## config.mk

```make
export PLATFORM = sky130hd
export DESIGN_NAME = adc_scan_ctrl
export DESIGN_NICKNAME = d
export VERILOG_FILES = /design/src/rtl/adc_scan_pkg.sv /design/src/rtl/adc_scan_clkdiv.sv /design/src/rtl/adc_scan_chansel.sv /design/src/rtl/adc_scan_shifter.sv /design/src/rtl/adc_scan_ctrl.sv
export SDC_FILE = /design/constraint.sdc
export NUM_CORES = 1
export LEC_CHECK = 0
export CAP_MARGIN = 5
export CORE_UTILIZATION = 40
export CTS_BUF_LIST = sky130_fd_sc_hd__clkbuf_4 sky130_fd_sc_hd__clkbuf_8
export DETAILED_ROUTE_END_ITERATION = 8
export GPL_TIMING_DRIVEN = 0
export HOLD_SLACK_MARGIN = 0.15
export MAX_ROUTING_LAYER = met4
export PLACE_DENSITY_LB_ADDON = 0.05
export RECOVER_POWER = 50
export SLEW_MARGIN = 25
export SYNTH_ARGS = -nofsm -noshare
export SYNTH_HDL_FRONTEND = slang
export SYNTH_HIERARCHICAL = 1
export SYNTH_SLANG_ARGS = --single-unit
```

## constraint.sdc

```tcl
create_clock -name clk -period 7.2 [get_ports clk]
set_input_delay 1.44 -clock clk [delete_from_list [all_inputs] [get_ports clk]]
set_output_delay 1.44 -clock clk [all_outputs]
set_load 0.03 [all_outputs]
```

## src/rtl/adc_scan_pkg.sv

```systemverilog
package adc_scan_pkg;
  localparam int CTRL_BITS = 8;   // control byte length
  localparam int ADDR_POS  = 3;   // channel field lsb inside the control byte
  localparam int WORD_BITS = 16;  // serial clocks per conversion word
  localparam int RES_BITS  = 12;  // result width

  typedef enum logic [1:0] {
    SCAN_ONE   = 2'd0,
    SCAN_LOOP  = 2'd1,
    SCAN_BURST = 2'd2
  } scan_mode_e;

  typedef enum logic [2:0] {
    ST_IDLE,
    ST_SETUP,
    ST_LOW,
    ST_HIGH,
    ST_LAST,
    ST_GAP
  } scan_state_e;
endpackage

```

## src/rtl/adc_scan_clkdiv.sv

```systemverilog
module adc_scan_clkdiv #(
  parameter int DW = 8
) (
  input  logic          clk,
  input  logic          rst,
  input  logic          en,
  input  logic [DW-1:0] div,
  output logic          tick
);
  logic [DW-1:0] cnt;

  assign tick = en && (cnt == div);

  always_ff @(posedge clk) begin
    if (rst || !en || tick) cnt <= '0;
    else                    cnt <= cnt + 1'b1;
  end

  // half-period ticks never come back to back unless the divider is zero
  p_tick_spacing_r2: assert property (@(posedge clk) disable iff (rst)
    (tick && div != '0 && en) |=> (!tick || div == '0));
endmodule

```

## src/rtl/adc_scan_chansel.sv

```systemverilog
module adc_scan_chansel #(
  parameter int NCH = 8,
  parameter int AW  = $clog2(NCH)
) (
  input  logic           clk,
  input  logic           rst,
  input  logic [NCH-1:0] mask,
  input  logic           advance,
  output logic [AW-1:0]  send_ch,
  output logic [AW-1:0]  conv_ch
);
  logic [AW-1:0] rr_q;
  logic [AW-1:0] sent_q;
  logic          hit;

  // round-robin search: first enabled channel after the last one sent
  always_comb begin
    send_ch = '0;
    hit     = 1'b0;
    for (int i = 1; i <= NCH; i++) begin
      if (!hit && mask[(int'(rr_q) + i) % NCH]) begin
        send_ch = AW'((int'(rr_q) + i) % NCH);
        hit     = 1'b1;
      end
    end
  end

  always_ff @(posedge clk) begin
    if (rst) begin
      rr_q    <= AW'(NCH - 1);
      sent_q  <= '0;
      conv_ch <= '0;
    end else if (advance) begin
      conv_ch <= sent_q;
      sent_q  <= send_ch;
      rr_q    <= send_ch;
    end
  end

  // a non-empty mask never yields a disabled channel
  p_pick_enabled_r6: assert property (@(posedge clk) disable iff (rst)
    (advance && mask != '0) |-> mask[send_ch]);
  // the converted channel only moves when a new word begins
  p_tag_hold_r5: assert property (@(posedge clk) disable iff (rst)
    !$past(advance) |-> $stable(conv_ch));
endmodule

```

## src/rtl/adc_scan_shifter.sv

```systemverilog
module adc_scan_shifter #(
  parameter int  CW  = 8,
  parameter int  WW  = 16,
  parameter int  RW  = 12,
  parameter bit  CHK = 1'b1
) (
  input  logic          clk,
  input  logic          rst,
  input  logic          load,
  input  logic [CW-1:0] word,
  input  logic          fall,
  input  logic          clr,
  input  logic          rise,
  input  logic          last,
  input  logic          miso,
  output logic          mosi,
  output logic          rx_valid,
  output logic [RW-1:0] rx_data,
  output logic          rx_err
);
  localparam int LW = WW - RW;

  logic [CW-1:0] tx_q;
  logic [CW-1:0] tx_src;
  logic [WW-1:0] rx_q;
  logic [WW-1:0] rx_nx;
  logic          lead_bad;

  assign tx_src = load ? word : tx_q;
  assign rx_nx  = {rx_q[WW-2:0], miso};

  generate
    if (CHK) begin : g_lead_chk
      assign lead_bad = |rx_nx[WW-1 -: LW];
    end else begin : g_lead_off
      assign lead_bad = 1'b0;
    end
  endgenerate

  always_ff @(posedge clk) begin
    if (rst) begin
      tx_q     <= '0;
      mosi     <= 1'b0;
      rx_q     <= '0;
      rx_valid <= 1'b0;
      rx_data  <= '0;
      rx_err   <= 1'b0;
    end else begin
      rx_valid <= 1'b0;
      if (clr) begin
        mosi <= 1'b0;
        tx_q <= '0;
      end else if (fall) begin
        mosi <= tx_src[CW-1];
        tx_q <= {tx_src[CW-2:0], 1'b0};
      end else if (load) begin
        tx_q <= word;
      end
      if (rise) begin
        rx_q <= rx_nx;
        if (last) begin
          rx_data  <= rx_nx[RW-1:0];
          rx_err   <= lead_bad;
          rx_valid <= 1'b1;
        end
      end
    end
  end

  // results are single-cycle strobes
  p_valid_pulse_r4: assert property (@(posedge clk) disable iff (rst)
    rx_valid |=> !rx_valid);
endmodule

```

## src/rtl/adc_scan_ctrl.sv

```systemverilog
module adc_scan_ctrl
  import adc_scan_pkg::*;
#(
  parameter int NCH   = 8,
  parameter int DIV_W = 8,
  parameter int GAP_W = 16,
  parameter bit CHK   = 1'b1,
  parameter int AW    = $clog2(NCH),
  parameter int RES_W = RES_BITS
) (
  input  logic             clk,
  input  logic             rst,
  input  logic             start,
  input  logic             stop,
  input  logic [1:0]       cfg_mode,
  input  logic [DIV_W-1:0] cfg_div,
  input  logic [GAP_W-1:0] cfg_gap,
  input  logic [NCH-1:0]   cfg_chan_en,
  output logic             adc_cs_n,
  output logic             adc_sclk,
  output logic             adc_mosi,
  input  logic             adc_miso,
  output logic             res_valid,
  output logic [AW-1:0]    res_chan,
  output logic [RES_W-1:0] res_data,
  output logic             res_err
);
  localparam int EW = $clog2(WORD_BITS) + 1;

  scan_state_e      st;
  scan_mode_e       mode_q;
  logic             stop_q;
  logic [EW-1:0]    ecnt;
  logic [GAP_W-1:0] gcnt;
  logic             tick, clk_en;
  logic             advance, load, fall, rise, last, clr;
  logic             keep_low;
  logic [AW-1:0]    send_ch, conv_ch;
  logic [CTRL_BITS-1:0] ctrl_word;

  assign clk_en   = (st == ST_SETUP) || (st == ST_LOW) || (st == ST_HIGH) || (st == ST_LAST);
  assign keep_low = (mode_q == SCAN_LOOP) && !stop_q;

  always_comb begin
    ctrl_word = '0;
    ctrl_word[ADDR_POS +: AW] = send_ch;
  end

  always_comb begin
    advance = 1'b0;
    fall    = 1'b0;
    rise    = 1'b0;
    last    = 1'b0;
    clr     = 1'b0;
    unique case (st)
      ST_IDLE:  advance = start;
      ST_GAP:   advance = (gcnt == cfg_gap);
      ST_SETUP: fall = tick;
      ST_LOW: begin
        rise = tick;
        last = tick && (ecnt == EW'(WORD_BITS - 1));
      end
      ST_HIGH:  fall = tick;
      ST_LAST: begin
        advance = tick && keep_low;
        fall    = tick && keep_low;
        clr     = tick && !keep_low;
      end
      default: ;
    endcase
    load = advance;
  end

  always_ff @(posedge clk) begin
    if (rst) begin
      st       <= ST_IDLE;
      mode_q   <= SCAN_ONE;
      stop_q   <= 1'b0;
      ecnt     <= '0;
      gcnt     <= '0;
      adc_cs_n <= 1'b1;
      adc_sclk <= 1'b1;
      res_chan <= '0;
    end else begin
      if (stop && st != ST_IDLE) stop_q <= 1'b1;
      if (last) res_chan <= conv_ch;
      unique case (st)
        ST_IDLE: begin
          adc_cs_n <= 1'b1;
          adc_sclk <= 1'b1;
          if (start) begin
            mode_q   <= (cfg_mode == 2'd3) ? SCAN_ONE : scan_mode_e'(cfg_mode);
            stop_q   <= 1'b0;
            adc_cs_n <= 1'b0;
            st       <= ST_SETUP;
          end
        end
        ST_SETUP: if (tick) begin
          adc_sclk <= 1'b0;
          ecnt     <= '0;
          st       <= ST_LOW;
        end
        ST_LOW: if (tick) begin
          adc_sclk <= 1'b1;
          ecnt     <= ecnt + 1'b1;
          st       <= last ? ST_LAST : ST_HIGH;
        end
        ST_HIGH: if (tick) begin
          adc_sclk <= 1'b0;
          st       <= ST_LOW;
        end
        ST_LAST: if (tick) begin
          if (keep_low) begin
            adc_sclk <= 1'b0;
            ecnt     <= '0;
            st       <= ST_LOW;
          end else begin
            adc_cs_n <= 1'b1;
            gcnt     <= '0;
            st       <= (mode_q == SCAN_BURST && !stop_q) ? ST_GAP : ST_IDLE;
          end
        end
        ST_GAP: begin
          gcnt <= gcnt + 1'b1;
          if (gcnt == cfg_gap) begin
            adc_cs_n <= 1'b0;
            st       <= ST_SETUP;
          end
        end
        default: st <= ST_IDLE;
      endcase
    end
  end

  adc_scan_clkdiv #(.DW(DIV_W)) u_div (
    .clk(clk), .rst(rst), .en(clk_en), .div(cfg_div), .tick(tick)
  );

  adc_scan_chansel #(.NCH(NCH), .AW(AW)) u_chan (
    .clk(clk), .rst(rst), .mask(cfg_chan_en), .advance(advance),
    .send_ch(send_ch), .conv_ch(conv_ch)
  );

  adc_scan_shifter #(.CW(CTRL_BITS), .WW(WORD_BITS), .RW(RES_W), .CHK(CHK)) u_shift (
    .clk(clk), .rst(rst), .load(load), .word(ctrl_word), .fall(fall), .clr(clr),
    .rise(rise), .last(last), .miso(adc_miso), .mosi(adc_mosi),
    .rx_valid(res_valid), .rx_data(res_data), .rx_err(res_err)
  );

  // with chip select high the bus sits in its idle levels
  p_idle_lines_r1: assert property (@(posedge clk) disable iff (rst)
    adc_cs_n |-> (adc_sclk && !adc_mosi));
  // serial clock moves only inside a chip-select window
  p_sclk_gated_r2: assert property (@(posedge clk) disable iff (rst)
    !$stable(adc_sclk) |-> !adc_cs_n);
  // chip select falls with the serial clock high
  p_cs_fall_high_r2: assert property (@(posedge clk) disable iff (rst)
    $fell(adc_cs_n) |-> adc_sclk);
  // padding bits after the control byte are zero
  p_mosi_pad_r3: assert property (@(posedge clk) disable iff (rst)
    ((st == ST_LOW || st == ST_HIGH) && ecnt >= EW'(CTRL_BITS)) |-> !adc_mosi);
  // a single scan releases chip select after its word
  p_single_once_r7: assert property (@(posedge clk) disable iff (rst)
    (st == ST_LAST && tick && mode_q == SCAN_ONE) |=> adc_cs_n);
  // the burst gap keeps chip select high
  p_gap_high_r9: assert property (@(posedge clk) disable iff (rst)
    (st == ST_GAP) |-> adc_cs_n);
endmodule

```

==> flow_summary_export.csv <==
group,metric,value,unit
status,outcome,"finished, final reports clean",
floorplanning,initial_utilization,40.9,%
setup_path,cp_max_fo,10,
sta,clock.fmax,0.201,GHz
grt,grt_usage,18.9,%
logic_synthesis,yosysUniqueCellTypes,75,
sta,fin_tns_setup,0,ns
clocking,clkTransAtPathRegs,0.09,ns
clocking,clk_path_buf_depth,2,
detailed_routing,vias_per_cell,5.35,
logic_synthesis,yosys_warnings,6,
clocking,cts_tree,"built",
floorplanning,core_area,0.0126,mm^2
clocking,clock_sinks,87,
sta,slew_violations,0,
logic_synthesis,avgSynthCellArea,9.30,um^2
grt,grt_pass1_wl,19300,um
logic_synthesis,synthCells,553,
logic_synthesis,ys.flop_type,"dfxtp_1",
detailed_routing,drt_iter0_drc,210,
place,numPortBuffers,58,
logic_synthesis,synth_enable_flop_cells,0,
place,gp_congestion,0.864,
setup_path,critPathCaptureType,"flip-flop",
layout,drive_gt1_share,12.0,%
layout,final_common_cell,"dfxtp_1",
sta,min_period,4.98,ns
detailed_routing,drt-total-wl,11700,um
setup_path,crit_arrival,5.27,ns
floorplanning,fp.dieW,115,um
setup_path,critPathRequiredTime,7.49,ns
setup_path,start_kind,"input port",
pwr,power,1.52,mW
sta,finalSetupViolCount,0,
floorplanning,die_y,115,um
clocking,cts_max_level,3,
sta,post-route-period-util,69.1,%
grt,grt_max_degree,16,
min_path,hp-class,"flip-flop to flip-flop",
logic_synthesis,async_reset_ff_share,0,%
logic_synthesis,syn_area,0.00514,mm^2
clocking,cts_buffers,9,
floorplanning,io_pins,59,
pwr,vdd_ir_drop_max,0.142,mV
sta,tightest_slew,1.27,ns
sta,skew,0.0113,ns
detailed_routing,vias,4294,
layout,nets,671,
place,place_area,0.00595,mm^2
layout,area_growth,19.2,%
detailed_routing,ant_nets,0,
clocking,root_buffer,"clkbuf_8",
pwr,pwr_density_cell,248,mW/mm^2
layout,diodes,0,
place,hpwl,8650,um
sta,rsz0062_at_grt,"false",
detailed_routing,drc_errors,0,
clocking,post-cts-setup-buffers,0,
grt,grt_remaining_overflow,0,
detailed_routing,firstDrtPassIters,4,
clocking,post_cts_resized,0,
flow_run,drv_cap,0,
grt,antenna_found_initial,0,
layout,final_area,0.00613,mm^2
floorplanning,dieArea,0.0133,mm^2
detailed_routing,wire_per_inst,14.6,um
layout,final_cell_mix,"87 x dfxtp_1, 56 x nor2_1, 41 x mux2i_1, 36 x clkdlybuf4s50_1, 34 x xor2_1",
sta,hold_violations,0,
logic_synthesis,synth-seq-cells,87,
clocking,cts.hold.buffers_added,0,
logic_synthesis,ys_seq_area_share,33.9,%
setup_path,crit_type,"input port to flip-flop",
floorplanning,rows,41,
grt,grt_pass1_vias,4023,
sta,relSlewSlack,14.3,%
clocking,insertion_delay,0.36,ns
pwr,leakagePower,2.31,nW
## path summary, 6_finish.rpt
check                           from                                to  slack, ns  cells past startpoint
max                       cfg_div[5]  u_shift/rx_data[10]$_SDFFE_PP0P_       2.22                     11
min             ecnt[4]$_SDFFE_PP0P_              ecnt[4]$_SDFFE_PP0P_       0.46                      2
max reg2reg  u_div/cnt[4]$_SDFF_PP0_  u_shift/rx_data[10]$_SDFFE_PP0P_       3.48                     10
min reg2reg     ecnt[4]$_SDFFE_PP0P_              ecnt[4]$_SDFFE_PP0P_       0.46                      2
## cells by family (layout without fill, tap and decap cells)
logic type	Yosys count	in the layout	share of synthesized area (%)
flip-flops	87	87	33.9
XOR/XNOR	46	46	7.83
AO/OA/AOI/OAI	115	115	16.8
other	1	5	0.0729
buffers and inverters	54	128	5.50
AND/OR/NAND/NOR	183	183	18.8
multiplexers	61	61	15.6
adder cells (fa/ha/maj)	6	6	1.46
## sequential cells by signal, summed over array words and instances (netlist names), 2 cells and up
| register | count |
|---|---|
| ecnt | 5 |
| u_div/cnt | 8 |
| mode_q | 2 |
| u_shift/tx_q | 8 |
| st | 3 |
| u_shift/rx_q | 15 |
| u_shift/rx_data | 12 |
| u_chan/conv_ch | 3 |
| gcnt | 16 |
| u_chan/sent_q | 3 |
| u_chan/rr_q | 3 |
| res_chan | 3 |
## worst max-delay path, cell delays in order
cell and delay [ns]:
dlygate4sd3_1 0.55, xor2_1 0.14, nor4_1 1.06, and3_1 0.38
clkbuf_1 0.37, nand2_1 0.13, nor2_1 0.42, buf_2 0.28
buf_2 0.26, nand3_1 0.10, a21oi_1 0.13
## per-layer routing
layer  track usage, %  vias to the layer above  share of wire [%]
met4             6.15                        0                1.2
met1             23.6                     2040                 48
met2             30.6                       69                 47
met3             3.64                       14                3.2
met5                -                        -                  0
li1                 -                     2171                  -
## stage by stage
step                      worst slack (ns)  hold WS [ns]  instances  util (%)
after floorplan                       3.53         0.432        557         -
final                                 2.22         0.461        803      48.8
after global placement                2.54         0.440        787      47.4
after detailed placement              2.54         0.451        787      47.4
after CTS                             2.90         0.464        803      49.1
after global routing                  1.90         0.497        803      48.8
## layout make-up
class	count	area, um^2
Buffer	38	221
Multi-Input combinational cell	416	3090
Inverter	16	60.1
Sequential cell	87	1740
Tap cell	172	215
Clock inverter	6	91.3
Clock buffer	10	131
Timing Repair Buffer	58	581
Fill cell	1217	6440
## cell usage after synthesis, drive strengths merged, types with 3 or more instances
library cell  count  share of area (%)
dfxtp            87                 34
nor2             57                4.2
mux2i            41                8.0
xor2             34                5.8
nand3            33                3.3
buf              31                3.8
a21oi            28                2.8
nand2            28                2.1
inv              16                1.2
o21ai            15                1.5
mux4             14                6.3
nor4             14                2.3
a21bo            12                2.3
xnor2            12                2.0
nor3             11                1.3
a211oi           10                1.5
o22ai             8               0.97
and3              7               0.95
clkbuf            7               0.51
or3               7               0.95
ha                6                1.5
mux2              6                1.4
o211ai            6                1.2
nand4             5               0.61
a21o              4               0.58
a221oi            4               0.68
a311oi            4               0.92
a31oi             4               0.49
nor2b             4               0.49
nor3b             4               0.68
and2              3               0.36
and4              3               0.56
nand2b            3               0.36
o2111ai           3               0.51
## power by group
part           switching (mW)  internal, mW  total (mW)
Sequential             0.0173         0.512       0.529
Combinational           0.341         0.265       0.606
Clock                   0.186         0.203       0.389
Total                   0.544         0.979        1.52
(Power assumes the default switching activity.)
